### src/rtl/nibbleDotPkg.sv
package nibbleDotPkg;
  // Strobes from the control section to the datapath.
  typedef struct packed {
    logic s1Load;   // capture lane products
    logic s2Load;   // capture final sum
    logic s2Wide;   // stage-two mode: apply high-nibble shift
  } dpStrobe_t;
endpackage

### src/rtl/dotMulLane.sv
module dotMulLane #(
  parameter int ACT_W = 8,
  parameter int WGT_W = 4,
  localparam int PROD_W = ACT_W + WGT_W + 1
) (
  input  logic [ACT_W-1:0]         actVal,
  input  logic [WGT_W-1:0]         nibVal,
  input  logic                     nibSigned,
  output logic signed [PROD_W-1:0] prod
);
  // Nibble widened by one bit: sign bit only when marked signed.
  logic signed [WGT_W:0] nibExt;
  assign nibExt = {nibSigned & nibVal[WGT_W-1], nibVal};
  assign prod = $signed(actVal) * nibExt;
endmodule

### src/rtl/dotAddTree.sv
module dotAddTree #(
  parameter int N     = 8,
  parameter int IN_W  = 13,
  parameter int SUM_W = 16
) (
  input  logic signed [IN_W-1:0]  terms [N],
  output logic signed [SUM_W-1:0] sum
);
  always_comb begin
    sum = '0;
    for (int i = 0; i < N; i++) begin
      sum = sum + SUM_W'(terms[i]);
    end
  end
endmodule

### src/rtl/dotCtl.sv
module dotCtl
  import nibbleDotPkg::*;
(
  input  logic      clk,
  input  logic      rst_n,
  input  logic      inValid,
  input  logic      modeWide,
  output dpStrobe_t strobe,
  output logic      outValid
);
  logic validS1;
  logic wideS1;
  logic validS2;

  always_ff @(posedge clk or negedge rst_n) begin
    if (!rst_n) begin
      validS1 <= 1'b0;
      wideS1  <= 1'b0;
      validS2 <= 1'b0;
    end else begin
      validS1 <= inValid;
      validS2 <= validS1;
      if (inValid) wideS1 <= modeWide;
    end
  end

  always_comb begin
    strobe.s1Load = inValid;
    strobe.s2Load = validS1;
    strobe.s2Wide = wideS1;
  end

  assign outValid = validS2;
endmodule

### src/rtl/dotDatapath.sv
module dotDatapath
  import nibbleDotPkg::*;
#(
  parameter int NUM_MULT = 16,
  parameter int ACT_W    = 8,
  parameter int WGT_W    = 4,
  localparam int PAIRS  = NUM_MULT / 2,
  localparam int PROD_W = ACT_W + WGT_W + 1,
  localparam int TREE_W = PROD_W + $clog2(PAIRS),
  localparam int OUT_W  = TREE_W + WGT_W + 1
) (
  input  logic                      clk,
  input  logic                      rst_n,
  input  dpStrobe_t                 strobe,
  input  logic                      modeWide,
  input  logic [NUM_MULT-1:0]       signCtl,
  input  logic [NUM_MULT*ACT_W-1:0] actIn,
  input  logic [NUM_MULT*WGT_W-1:0] wgtIn,
  output logic signed [OUT_W-1:0]   sumOut
);
  logic signed [PROD_W-1:0] prodLo  [PAIRS];
  logic signed [PROD_W-1:0] prodHi  [PAIRS];
  logic signed [PROD_W-1:0] prodLoQ [PAIRS];
  logic signed [PROD_W-1:0] prodHiQ [PAIRS];

  // Lane pairs: even lane carries the low nibble, odd lane the high nibble.
  for (genvar k = 0; k < PAIRS; k++) begin : g_pair
    logic [ACT_W-1:0] actLo;
    logic [ACT_W-1:0] actHi;
    logic             sgnLo;
    logic             sgnHi;

    assign actLo = actIn[(2*k)*ACT_W +: ACT_W];
    // Wide mode reuses the even activation for the high nibble.
    assign actHi = modeWide ? actIn[(2*k)*ACT_W +: ACT_W]
                            : actIn[(2*k+1)*ACT_W +: ACT_W];
    assign sgnLo = modeWide ? 1'b0 : signCtl[2*k];
    assign sgnHi = signCtl[2*k+1];

    dotMulLane #(.ACT_W(ACT_W), .WGT_W(WGT_W)) u_lo (
      .actVal   (actLo),
      .nibVal   (wgtIn[(2*k)*WGT_W +: WGT_W]),
      .nibSigned(sgnLo),
      .prod     (prodLo[k])
    );

    dotMulLane #(.ACT_W(ACT_W), .WGT_W(WGT_W)) u_hi (
      .actVal   (actHi),
      .nibVal   (wgtIn[(2*k+1)*WGT_W +: WGT_W]),
      .nibSigned(sgnHi),
      .prod     (prodHi[k])
    );

    always_ff @(posedge clk or negedge rst_n) begin
      if (!rst_n) begin
        prodLoQ[k] <= '0;
        prodHiQ[k] <= '0;
      end else if (strobe.s1Load) begin
        prodLoQ[k] <= prodLo[k];
        prodHiQ[k] <= prodHi[k];
      end
    end
  end

  logic signed [TREE_W-1:0] sumLo;
  logic signed [TREE_W-1:0] sumHi;

  dotAddTree #(.N(PAIRS), .IN_W(PROD_W), .SUM_W(TREE_W)) u_treeLo (
    .terms(prodLoQ),
    .sum  (sumLo)
  );

  dotAddTree #(.N(PAIRS), .IN_W(PROD_W), .SUM_W(TREE_W)) u_treeHi (
    .terms(prodHiQ),
    .sum  (sumHi)
  );

  // Single alignment shift after the high tree.
  logic signed [OUT_W-1:0] hiExt;
  logic signed [OUT_W-1:0] loExt;
  logic signed [OUT_W-1:0] hiAligned;
  logic signed [OUT_W-1:0] combined;

  always_comb begin
    hiExt     = OUT_W'(sumHi);
    loExt     = OUT_W'(sumLo);
    hiAligned = strobe.s2Wide ? (hiExt <<< WGT_W) : hiExt;
    combined  = hiAligned + loExt;
  end

  always_ff @(posedge clk or negedge rst_n) begin
    if (!rst_n) begin
      sumOut <= '0;
    end else if (strobe.s2Load) begin
      sumOut <= combined;
    end
  end
endmodule

### src/rtl/nibbleDotUnit.sv
module nibbleDotUnit
  import nibbleDotPkg::*;
#(
  parameter int NUM_MULT = 16,
  parameter int ACT_W    = 8,
  parameter int WGT_W    = 4,
  localparam int OUT_W = ACT_W + WGT_W + 1 + $clog2(NUM_MULT / 2) + WGT_W + 1
) (
  input  logic                      clk,
  input  logic                      rst_n,
  input  logic                      inValid,
  input  logic                      modeWide,
  input  logic [NUM_MULT-1:0]       signCtl,
  input  logic [NUM_MULT*ACT_W-1:0] actIn,
  input  logic [NUM_MULT*WGT_W-1:0] wgtIn,
  output logic                      outValid,
  output logic [OUT_W-1:0]          sumOut
);
  dpStrobe_t strobe;
  logic signed [OUT_W-1:0] sumRaw;

  dotCtl u_ctl (
    .clk     (clk),
    .rst_n   (rst_n),
    .inValid (inValid),
    .modeWide(modeWide),
    .strobe  (strobe),
    .outValid(outValid)
  );

  dotDatapath #(.NUM_MULT(NUM_MULT), .ACT_W(ACT_W), .WGT_W(WGT_W)) u_dp (
    .clk     (clk),
    .rst_n   (rst_n),
    .strobe  (strobe),
    .modeWide(modeWide),
    .signCtl (signCtl),
    .actIn   (actIn),
    .wgtIn   (wgtIn),
    .sumOut  (sumRaw)
  );

  assign sumOut = sumRaw;
endmodule

### config.mk
export PLATFORM = sky130hd
export DESIGN_NAME = nibbleDotUnit
export DESIGN_NICKNAME = d
export VERILOG_FILES = /design/src/rtl/nibbleDotPkg.sv /design/src/rtl/dotMulLane.sv /design/src/rtl/dotAddTree.sv /design/src/rtl/dotCtl.sv /design/src/rtl/dotDatapath.sv /design/src/rtl/nibbleDotUnit.sv
export SDC_FILE = /design/constraint.sdc
export NUM_CORES = 2
export LEC_CHECK = 0
export BUFFER_PORTS_ARGS = -buffer_cell sky130_fd_sc_hd__buf_2
export CORE_MARGIN = 8
export CORE_UTILIZATION = 65
export CTS_BUF_LIST = sky130_fd_sc_hd__clkbuf_8 sky130_fd_sc_hd__clkbuf_16
export CTS_CLUSTER_SIZE = 16
export DETAILED_ROUTE_END_ITERATION = 12
export PLACE_DENSITY_LB_ADDON = 0.12
export RECOVER_POWER = 50
export SLEW_MARGIN = 20
export SYNTH_ARGS = -nofsm -noshare
export SYNTH_HDL_FRONTEND = slang
export SYNTH_SLANG_ARGS = --single-unit
### constraint.sdc
create_clock -name clk -period 16.6 [get_ports clk]
set_input_delay 4.98 -clock clk [delete_from_list [all_inputs] [get_ports clk]]
set_output_delay 4.98 -clock clk [all_outputs]
set_load 0.03 [all_outputs]
==> flow_summary.yaml <==
cts:
  cts_resized: 0
  cts-root-buf: "clkbuf_16"
  ctsHoldBuffers: 0
  clock_sinks: 232
  cts_buffer_depth: 3
  cts_max_level: 1
  cts_buffers: 27
  cts_setup_buffers: 0
  cts.reportedPaths.clkPinSlew_ns: 0.07
  insertion_delay_ns: 0.56
  cts_tree: "done"
timing:
  setup_viol: 0
  finalHoldViolations: 0
  slew-limit-headroom_pct: -276
  period_share_pct: 71.7
  tightestPinTransition_ns: 5.64
  skew_ns: 0.0184
  slew_viol_final: 419
  max_freq_mhz: 84.0
  period_needed_ns: 11.90
  setup-tns-final_ns: 0
  rsz0062_at_grt: "false"
yosys:
  synthArstFlopShare_pct: 100
  yosysWarnings: 0
  synthCells: 4026
  synth_area_per_cell_sq_um: 9.47
  ys_seq_area_share_pct: 15.2
  dominantRegCellSynth: "dfrtp_1"
  synth.distinct_cells: 65
  synthesis.area_sq_um: 38100
  syn_nets: 5224
  synth_seq_cells: 232
  synth-edff-count: 0
global_routing:
  grt_pass1_wl_um: 153000
  first_global_vias: 29200
  antenna_found_initial: 20
  grt_max_degree: 102
  grt_usage_pct: 28.6
  grt_overflow: 0
layout:
  drive_gt1_share_pct: 11.2
  fill_cells: 4574
  design_area_sq_um: 41000
  final_nets: 5411
  synthToLayoutAreaGrowth_pct: 7.56
  final_common_cell: "inv_1"
  final_cell_mix: "inv_1, fa_1, nand2_1"
detailed_routing:
  wire_per_inst_um: 18.7
  ant_nets: 0
  drt_iter0_drc: 1591
  finalWirelength_um: 93500
  num_vias: 28100
  viasPerCell: 5.61
  drcViolationCount: 0
  firstDrtPassIters: 5
job:
  drv_cap: 5
placement:
  gp_congestion: 0.936
  place_hpwl_um: 78300
  placed_cell_area_sq_um: 40000
  port_buffers: 233
critical_path:
  reg2reg_slack_ns: 7.85
  crit_path_start_kind: "primary input"
  critPathMaxFanout: 78
  critical_path_arrival_ns: 12.31
  rr_startpoint: "u_dp.prodHiQ[42]$_DFFE_PN0P_"
  cp_data_required_time_ns: 17.01
  worstReg2RegEnd: "u_dp.sumOut[20]$_DFFE_PN0P_"
  critPathKind: "primary input to register"
  reg2reg_depth: 30
  endpoint_kind: "register"
  crit_end: "u_dp.prodLoQ[25]$_DFFE_PN0P_"
  setup.worst_path.start: "inValid"
floorplan:
  start_util_pct: 65.9
  fp.dieH_um: 258
  die_area_sq_um: 66600
  core_sq_um: 57800
  io_pins: 234
  die_width_um: 258
  num_rows: 88
run_status:
  violations: "max-capacitance violations, max-slew violations"
  status: "finished, violations left"
hold_path:
  min-delay-path-class: "register to register"
-- through the flow --
step                hold WS, ns  util [%]  setup slack, ns  std cells
finish                    0.489      70.9             4.70       5012
global route              0.512      70.9             4.11       5007
CTS                       0.490      71.0             7.23       4998
detailed placement        0.473      69.2             6.65       4949
global placement          0.460      69.2             6.75       4949
floorplan                 0.352         -             7.28       4026
-- cells by family (layout without fill, tap and decap cells) --
logic type	Yosys count	in the layout	share of synthesized area [%]
buf+inv	902	1109	8.88
mux	158	158	4.54
fa+ha+maj	986	986	44.5
simple gates	1126	1126	15.1
xor+xnor	155	155	3.58
compound gates	467	467	8.15
flops	232	232	15.2
other cells	0	14	0
-- critical path, cell delays in order --
cell        delay, ns
clkbuf_1         2.51
clkinvlp_2       3.09
buf_4            0.93
nor4_1           0.35
a31oi_1          0.09
o211ai_1         0.26
-- worst min path at each step --
| stage | startpoint | endpoint | slack, ns | depth (start not counted) |
|---|---|---|---|---|
| after floorplan | u_ctl.validS1$_DFF_PN0_ | u_ctl.outValid$_DFF_PN0_ | 0.35 | 0 |
| after global placement | u_dp.sumOut[3]$_DFFE_PN0P_ | u_dp.sumOut[3]$_DFFE_PN0P_ | 0.46 | 2 |
| after detailed placement | u_dp.sumOut[11]$_DFFE_PN0P_ | u_dp.sumOut[11]$_DFFE_PN0P_ | 0.47 | 2 |
| after CTS | u_dp.sumOut[11]$_DFFE_PN0P_ | u_dp.sumOut[11]$_DFFE_PN0P_ | 0.49 | 2 |
| after global routing | u_dp.prodHiQ[23]$_DFFE_PN0P_ | u_dp.prodHiQ[23]$_DFFE_PN0P_ | 0.51 | 2 |
| final | u_dp.sumOut[11]$_DFFE_PN0P_ | u_dp.sumOut[11]$_DFFE_PN0P_ | 0.49 | 2 |
-- synth_stat cells (18+ instances only) --
library cell | n | area (sq um)
o31ai_1 | 40 | 300
mux2i_1 | 43 | 430
buf_1 | 22 | 82.6
nand2_1 | 397 | 1490
fa_1 | 615 | 12300
or2_2 | 89 | 557
inv_1 | 818 | 3070
nand3b_1 | 24 | 180
o21ai_0 | 149 | 746
o21a_1 | 44 | 330
and2_1 | 223 | 1400
ha_1 | 371 | 4640
nand3_1 | 26 | 130
a21oi_1 | 66 | 330
a21o_1 | 24 | 180
nand2b_1 | 21 | 131
nor4_1 | 20 | 125
xor2_1 | 18 | 158
clkbuf_1 | 60 | 225
nor2_1 | 125 | 469
nor2b_1 | 84 | 526
dfrtp_1 | 232 | 5810
xnor2_1 | 136 | 1190
nor3_1 | 45 | 225
mux2_2 | 114 | 1280
-- flip-flops by register name (all words and copies together) (netlist names) --
| register | count |
|---|---|
| u_ctl.wideS1 | 1 |
| u_dp.prodLoQ | 104 |
| u_ctl.validS1 | 1 |
| u_ctl.outValid | 1 |
| u_dp.prodHiQ | 104 |
| u_dp.sumOut | 21 |
-- layer usage --
layer  vias up  GRT usage (%)  share of wire (%)
met5         -              0              0.098
met4        12           8.20                3.4
met3       165           4.53                5.6
met2       631           49.1                 50
met1     14200           37.5                 41
li1      13100              -                  -
-- final cells by class --
cell class | instances | area, sq um | share of cell area [%]
Timing Repair Buffer | 240 | 1180 | 2.89
Tap cell | 765 | 957 | 2.33
Clock buffer | 30 | 717 | 1.75
Clock inverter | 19 | 295 | 0.720
Sequential cell | 232 | 5810 | 14.2
Antenna cell | 14 | 35.0 | 0.0855
Inverter | 820 | 3080 | 7.51
Multi-Input combinational cell | 2892 | 28900 | 70.6
Power is not shown: default switching activity piles up to over one toggle a cycle in this logic, so the estimate is an artifact.
